### src/rtl/vpu_feed_csr_pkg.sv
package vpu_feed_csr_pkg;

    localparam int unsigned IDX_STAT = 0;
    localparam int unsigned IDX_CMD  = 1;
    localparam int unsigned IDX_ERR  = 2;
    localparam int unsigned IDX_MARK = 3;
    localparam int unsigned IDX_MODE = 4;

    localparam int unsigned CMD_RST = 0;
    localparam int unsigned CMD_FBK = 1;
    localparam int unsigned CMD_STP = 2;
    localparam int unsigned CMD_STC = 3;

    localparam int unsigned FQC_W   = 5;
    localparam int unsigned FQC_MAX = 16;
    localparam int unsigned FQC_LSB = 24;
    localparam int unsigned ERR_W   = 3;
    localparam int unsigned MODE_W  = 2;
    localparam int unsigned MARK_W  = 16;
    localparam int unsigned DIR_BIT = 3;

    // status flags, bit 0 at the right
    typedef struct packed {
        logic       err1;
        logic       err0;
        logic       irq;
        logic       istall;
        logic       fbrk;
        logic       sstall;
        logic       dir;
        logic       mark;
        logic [1:0] ps;
    } flags_t;

endpackage

### src/rtl/vpu_feed_csr_dec.sv
module vpu_feed_csr_dec
    import vpu_feed_csr_pkg::*;
#(
    parameter int unsigned ADDR_W = 8,
    parameter int unsigned NFILL  = 4
) (
    input  logic [ADDR_W-1:0] addr,
    output logic              sel_stat,
    output logic              sel_cmd,
    output logic              sel_err,
    output logic              sel_mark,
    output logic              sel_mode,
    output logic [NFILL-1:0]  row_sel,
    output logic [NFILL-1:0]  col_sel
);
    localparam int unsigned IDX_W    = ADDR_W - 4;
    localparam int unsigned ROW_BASE = 2 * NFILL;
    localparam int unsigned COL_BASE = 3 * NFILL;

    logic [IDX_W-1:0] idx;
    logic [3:0]       unused_low;

    assign idx        = addr[ADDR_W-1:4];
    assign unused_low = addr[3:0];

    assign sel_stat = (idx == IDX_W'(IDX_STAT));
    assign sel_cmd  = (idx == IDX_W'(IDX_CMD));
    assign sel_err  = (idx == IDX_W'(IDX_ERR));
    assign sel_mark = (idx == IDX_W'(IDX_MARK));
    assign sel_mode = (idx == IDX_W'(IDX_MODE));

    for (genvar i = 0; i < NFILL; i++) begin : g_sel
        assign row_sel[i] = (idx == IDX_W'(ROW_BASE + i));
        assign col_sel[i] = (idx == IDX_W'(COL_BASE + i));
    end
endmodule

### src/rtl/vpu_feed_csr_fill.sv
module vpu_feed_csr_fill #(
    parameter int unsigned W = 32,
    parameter int unsigned N = 4
) (
    input  logic           clk,
    input  logic           rst_n,
    input  logic           we,
    input  logic [N-1:0]   sel,
    input  logic [W-1:0]   wdata,
    output logic [N*W-1:0] words
);
    logic [W-1:0] word_d [N];
    logic [W-1:0] word_q [N];

    always_comb begin
        for (int i = 0; i < N; i++) begin
            word_d[i] = (we && sel[i]) ? wdata : word_q[i];
        end
    end

    always_ff @(posedge clk or negedge rst_n) begin
        if (!rst_n) begin
            for (int i = 0; i < N; i++) word_q[i] <= '0;
        end else begin
            for (int i = 0; i < N; i++) word_q[i] <= word_d[i];
        end
    end

    for (genvar i = 0; i < N; i++) begin : g_out
        assign words[i*W +: W] = word_q[i];
    end
endmodule

### src/rtl/vpu_feed_csr.sv
module vpu_feed_csr
    import vpu_feed_csr_pkg::*;
#(
    parameter int unsigned ADDR_W      = 8,
    parameter int unsigned DL_W        = 8,
    parameter int unsigned NFILL       = 4,
    parameter bit          SECOND_INST = 1'b1
) (
    input  logic                clk,
    input  logic                rst_n,
    input  logic                wr_en,
    input  logic [ADDR_W-1:0]   addr,
    input  logic [31:0]         wdata,
    output logic [31:0]         rdata,
    input  logic [1:0]          proc_state,
    input  logic                evt_mark,
    input  logic                evt_int,
    input  logic [1:0]          evt_err,
    input  logic                dma_active,
    input  logic                dma_qwc_nz,
    input  logic [DL_W-1:0]     dl_size,
    output logic                dma_stop,
    output logic                dma_restart,
    output logic                dma_term,
    output logic [NFILL*32-1:0] fill_row,
    output logic [NFILL*32-1:0] fill_col
);
    localparam int unsigned FLAG_W = $bits(flags_t);
    localparam int unsigned GAP_W  = FQC_LSB - FLAG_W;
    localparam int unsigned TOP_W  = 32 - FQC_LSB - FQC_W;

    typedef struct packed {
        flags_t              f;
        logic [FQC_W-1:0]    fqc;
        logic [ERR_W-1:0]    errv;
        logic [MODE_W-1:0]   mode;
        logic [MARK_W-1:0]   markv;
        logic                stop;
        logic                restart;
        logic                term;
    } st_t;

    st_t d, q;

    logic sel_stat, sel_cmd, sel_err, sel_mark, sel_mode;
    logic [NFILL-1:0] row_sel, col_sel;
    logic [FQC_W-1:0] dl_clamped;
    logic             stalled_q, pend;
    logic [15:0]      unused_wdata;

    flags_t           flags_q;
    logic [FQC_W-1:0] fqc_q;

    assign unused_wdata = wdata[31:16];

    vpu_feed_csr_dec #(.ADDR_W(ADDR_W), .NFILL(NFILL)) u_dec (
        .addr     (addr),
        .sel_stat (sel_stat),
        .sel_cmd  (sel_cmd),
        .sel_err  (sel_err),
        .sel_mark (sel_mark),
        .sel_mode (sel_mode),
        .row_sel  (row_sel),
        .col_sel  (col_sel)
    );

    vpu_feed_csr_fill #(.W(32), .N(NFILL)) u_rows (
        .clk (clk), .rst_n (rst_n), .we (wr_en), .sel (row_sel),
        .wdata (wdata), .words (fill_row)
    );

    vpu_feed_csr_fill #(.W(32), .N(NFILL)) u_cols (
        .clk (clk), .rst_n (rst_n), .we (wr_en), .sel (col_sel),
        .wdata (wdata), .words (fill_col)
    );

    assign dl_clamped = (dl_size > DL_W'(FQC_MAX)) ? FQC_W'(FQC_MAX)
                                                  : dl_size[FQC_W-1:0];
    assign stalled_q  = q.f.sstall | q.f.fbrk | q.f.istall;

    always_comb begin
        d         = q;
        d.stop    = 1'b0;
        d.restart = 1'b0;
        d.term    = 1'b0;
        pend      = 1'b0;

        // datapath events first; bus actions below take precedence
        if (evt_mark)   d.f.mark = 1'b1;
        if (evt_int)    begin d.f.irq = 1'b1; d.f.istall = 1'b1; end
        if (evt_err[0]) d.f.err0 = 1'b1;
        if (evt_err[1]) d.f.err1 = 1'b1;

        if (wr_en && sel_mark) begin
            d.markv  = wdata[MARK_W-1:0];
            d.f.mark = 1'b0;
        end
        if (wr_en && sel_err)  d.errv = wdata[ERR_W-1:0];
        if (wr_en && sel_mode) d.mode = wdata[MODE_W-1:0];

        if (SECOND_INST && wr_en && sel_stat) begin
            if ((wdata[DIR_BIT] != q.f.dir) && dma_active &&
                (dma_qwc_nz || !(stalled_q || q.f.irq)))
                d.term = 1'b1;
            d.f.dir = wdata[DIR_BIT];
            if (wdata[DIR_BIT]) begin
                d.fqc = dl_clamped;
            end else begin
                d.fqc = '0;
                if (dma_active) d.restart = 1'b1;
            end
        end

        if (wr_en && sel_cmd) begin
            if (wdata[CMD_FBK]) begin
                d.f.fbrk = 1'b1;
                d.stop   = 1'b1;
            end
            if (wdata[CMD_STP]) d.f.sstall = 1'b1;
            if (wdata[CMD_STC]) begin
                pend       = d.f.sstall | d.f.fbrk | d.f.istall;
                d.f.sstall = 1'b0;
                d.f.fbrk   = 1'b0;
                d.f.istall = 1'b0;
                d.f.irq    = 1'b0;
                d.f.err0   = 1'b0;
                d.f.err1   = 1'b0;
                if (pend && dma_active && (!SECOND_INST || !q.f.dir))
                    d.restart = 1'b1;
            end
            if (wdata[CMD_RST]) begin
                d.f    = '0;
                d.fqc  = '0;
                d.errv = '0;
            end
        end

        d.f.ps = (d.f.sstall | d.f.fbrk | d.f.istall) ? 2'b00 : proc_state;
    end

    always_ff @(posedge clk or negedge rst_n) begin
        if (!rst_n) q <= '0;
        else        q <= d;
    end

    assign dma_stop    = q.stop;
    assign dma_restart = q.restart;
    assign dma_term    = q.term;
    assign flags_q     = q.f;
    assign fqc_q       = q.fqc;

    always_comb begin
        rdata = '0;
        if (sel_stat) rdata = {{TOP_W{1'b0}}, q.fqc, {GAP_W{1'b0}}, q.f};
        if (sel_err)  rdata = {{(32-ERR_W){1'b0}}, q.errv};
        if (sel_mode) rdata = {{(32-MODE_W){1'b0}}, q.mode};
        if (sel_mark) rdata = {{(32-MARK_W){1'b0}}, q.markv};
        for (int i = 0; i < NFILL; i++) begin
            if (row_sel[i]) rdata = fill_row[i*32 +: 32];
            if (col_sel[i]) rdata = fill_col[i*32 +: 32];
        end
    end
endmodule

### config.mk
export PLATFORM = sky130hd
export DESIGN_NAME = vpu_feed_csr
export DESIGN_NICKNAME = d
export VERILOG_FILES = /design/src/rtl/vpu_feed_csr_pkg.sv /design/src/rtl/vpu_feed_csr_dec.sv /design/src/rtl/vpu_feed_csr_fill.sv /design/src/rtl/vpu_feed_csr.sv
export SDC_FILE = /design/constraint.sdc
export NUM_CORES = 1
export LEC_CHECK = 0
export BUFFER_PORTS_ARGS = -buffer_cell sky130_fd_sc_hd__buf_2
export CORE_UTILIZATION = 45
export CTS_CLUSTER_DIAMETER = 50
export DETAILED_ROUTE_END_ITERATION = 16
export PLACE_DENSITY_LB_ADDON = 0.3
export SLEW_MARGIN = 20
export SYNTH_ARGS = -nofsm -noshare
export SYNTH_HDL_FRONTEND = slang
export SYNTH_SLANG_ARGS = --single-unit
### constraint.sdc
create_clock -name clk -period 4.3 [get_ports clk]
set_clock_uncertainty 0.2 [all_clocks]
set_input_delay 0.43 -clock clk [delete_from_list [all_inputs] [get_ports clk]]
set_output_delay 0.43 -clock clk [all_outputs]
set_load 0.01 [all_outputs]
==> metrics.md <==
| Metric | Value |
|---|---|
| Post-synthesis mux area share | between 20% and 30% |
| Minimum clock period | between 3 and 4 ns |
| Top FF cell, synth | dfrtp_1 |
| Total wire length | between 40 and 50 mm |
| Worst vdd ir | roughly 0.00036 V |
| H-tree depth | 2 |
| #FFs+latches synth | about 300 |
| Syn. warnings | 0 |
| Top delay family on crit path | buffers and inverters |
| Register area | 7380 um2 |
| Die ar. | between 30,000 and 40,000 um2 |
| First-pass GRT wire length | 66.8 mm |
| Port Buffers | ~350 |
| Post-Synth XOR/XNOR Area | less than 1% |
| RSZ-0062 raised after global routing | false |
| Nets | approximately 1,500 |
| Outcome | finished clean |
| Compound-Gate Fraction of Synth Area | roughly a tenth |
| CTS Root Cell | clkbuf_16 |
| Via density | 5.74 |
| Multi-input combinational cell area | about 5900 um2 |
| WP data required | between 3 and 4 ns |
| Leakage Power | around 8.1 nW |
| Synth Cell Area | about 14,000 um2 |
| Post-DP HPWL | ~30 mm |
| Largest net degree at the start of global routing | a little over 100 |
| Total CTS buffers | 36 |
| GR Overflow Total | 0 |
| Number of fillers in the final layout | approximately 2,600 |
| CTS tree | done |
| Synthesized Nets | approximately 1,200 |
| Setup violators final | 0 |
| Layout cells sized above 1 | between 40% and 50% |
| Die Y-Extent | 176 um |
| EDFF count, synth | 0 |
| Ys async rst share | 100% |
| Post-CTS setup buffer count | 0 |
| # diodes | 0 |
| CP max stage cell | or2_1 |
| PD cells | 530 nW/um2 |
| Final Hold Viols | 0 |
| Synth cell types | 63 |
| Fmax achieved | between 0.3 and 0.4 GHz |
| Reported max-cap violation count | 0 |
| P&R area growth vs syn | 24.9% |
| Io pins | 350 |
| Dpl cell area | 15,800 um2 |
| Routability Congestion | around 0.8 |
| Final std cell area, no fill | 17,100 um2 |
| Number of global-route vias before repair | about 11,000 |
| Sequential share of the synthesized area | a little over half |
| Total power | about 0.009 W |
| Worst min path class | input port to flop |
| Least-Margin Pin Slew | roughly 0.95 ns |
| Buffer and inverter count on the worst path | 4 |
| Setup TNS | 0 ns |
| Largest family of logic cells by synthesized area | multiplexers |
| PostCTS Resize Cnt | 0 |
| Initial Util | a little under half |
| Core ar. | 29,800 um2 |
| Wire per inst | roughly 24 um |
| Worst-path cell chain | buf_2 -> buf_4 -> or2_1 -> buf_4 -> o22ai_1 -> a221o_1 -> buf_2 |
| Initial antenna violation count | 1 |
| First drt pass iteration count | 5 |
| CTS Hold Buffers Added | 8 |
| CP arrival | between 2 and 3 ns |
| Routed via count | 10,700 |
| Crit path max fanout | 23 |
| Die X | approximately 180 um |
| Site Rows | 63 |
| Avg Synthesized Cell Area | about 12 um2 |
| Remaining antenna violation count | 0 |
| Rel. slew slack | 36.3% |
| Setup crit start kind | input port |
| Crit Path Category | input port to output pin |
| Slowest cell delay on critical path | 0.55 ns |
| First DRT Iteration DRCs | ~720 |
| Period utilisation layout | between 70% and 80% |
| Post-layout util | between 50 and 60% |
| Max Slew Vio Count | 0 |
| Global-route usage over all layers | 28.6% |
| Clock sink count | between 200 and 300 |
| Worst-path clk slew | around 0.060 ns |
| CP endpoint kind | output pin |
| Clock buffer depth | 3 |
| Worst-skew pair later-pin latency | roughly 0.52 ns |
| Simple-gate share of the synthesized area | 6.61% |
| Worst hold slack | between 0.015 and 0.02 ns |
| Adder-cell share of the synthesized area | 0% |
| Post-synthesis cell count | approximately 1,100 |
| # DRC | 0 |
## final cells by class
class,instances,share of cell area [%]
Multi-Input combinational cell,726,34.6
Clock inverter,13,0.879
Tap cell,390,2.86
Timing Repair Buffer,380,12.1
Sequential cell,295,43.2
Clock buffer,49,6.10
Inverter,9,0.198
## per-stage QoR
stage                     setup WS, ns  cells
after detailed placement         0.992   1792
after global routing             0.920   1862
final                            0.999   1862
after CTS                         1.05   1862
after global placement           0.993   1792
after floorplan                   2.02   1106
## cell usage in the layout, fill, tap and decap left out, types with 3 or more instances in the layout
cell type,count
mux2i_1,34
clkbuf_8,5
a32o_1,4
a211oi_1,6
a2bb2oi_1,3
clkbuf_16,38
buf_4,24
o21ai_0,35
a22oi_1,19
dlygate4sd3_1,8
nand2_1,69
nand2_2,4
o22ai_1,48
o32a_1,5
nor2b_1,9
clkbuf_1,6
mux2_2,270
a31oi_1,3
a21oi_1,41
clkinvlp_4,5
a221o_1,7
a21o_1,3
and2_1,6
nand3_1,5
buf_12,4
mux2_1,8
o32ai_1,3
nand2b_1,3
a21boi_0,4
inv_1,8
mux4_2,3
nor2_1,71
nor2_4,9
o2bb2ai_1,10
dfrtp_1,295
buf_2,343
nor3_1,5
## Yosys cell counts, drive strengths merged, types with 4 or more instances
cell	n	share of area (%)
nor3	5	0.18
buf	57	2.3
and2	6	0.27
nand2b	5	0.30
a211oi	6	0.33
o21ai	37	1.4
a221o	7	0.51
a32o	4	0.29
mux2i	34	2.5
a21oi	41	1.5
mux2	278	23
o32a	5	0.37
clkbuf	19	0.52
nor2b	10	0.46
a22oi	19	1.0
nor2	81	2.5
nand3	6	0.26
o22ai	48	2.2
inv	9	0.25
o2bb2ai	10	0.64
nand2	73	2.0
dfrtp	295	54
a21boi	5	0.27
## worst register-to-register path, cell delays in order, from the launching register on
cell and delay [ns]:
dfrtp_1 0.43, nor2_1 0.09, and3_1 0.19, nor4bb_1 0.31, o21a_1 0.18
## flip-flops by register name, summed over array words and instances (netlist names)
register / count
dma_stop: 1
flags_q: 10
q: 21
dma_restart: 1
dma_term: 1
fqc_q: 5
u_cols.words: 128
u_rows.words: 128
## metal layers
| metal | vias up | GRT usage [%] | wire (um) |
|---|---|---|---|
| met1 | 5380 | 37.4 | 18200 |
| met4 | 2 | 9.30 | 1260 |
| met5 | - | 0 | 8 |
| met2 | 468 | 45.8 | 21000 |
| li1 | 4741 | - | - |
| met3 | 91 | 7.92 | 4020 |
## path summary, 6_finish.rpt
kind / from / endpoint / slack [ns] / cells past startpoint
min reg2reg: flags_q[8] / flags_q[8] / 0.31 / 2
max: addr[4] / rdata[26] / 1.0 / 7
min in group asynchronous: rst_n / u_cols.words[43] / 0.33 / 2
max in group asynchronous: rst_n / u_cols.words[18] / 2.49 / 3
min: dma_qwc_nz / dma_term / 0.02 / 3
max reg2reg: flags_q[6] / dma_restart / 2.84 / 4
## report_power, final
group / switching [W] / internal (W) / leakage [nW]
clock network: 0.00119 / 0.00183 / 0.568
registers: 0.000477 / 0.00340 / 3.62
logic: 0.00112 / 0.00104 / 3.89
total: 0.00279 / 0.00626 / 8.08
## kinds of logic after synthesis
group,Yosys count
simple gates,197
compound gates,213
xor+xnor,1
flops,295
mux,315
buf+inv,85
(Power assumes the default switching activity.)
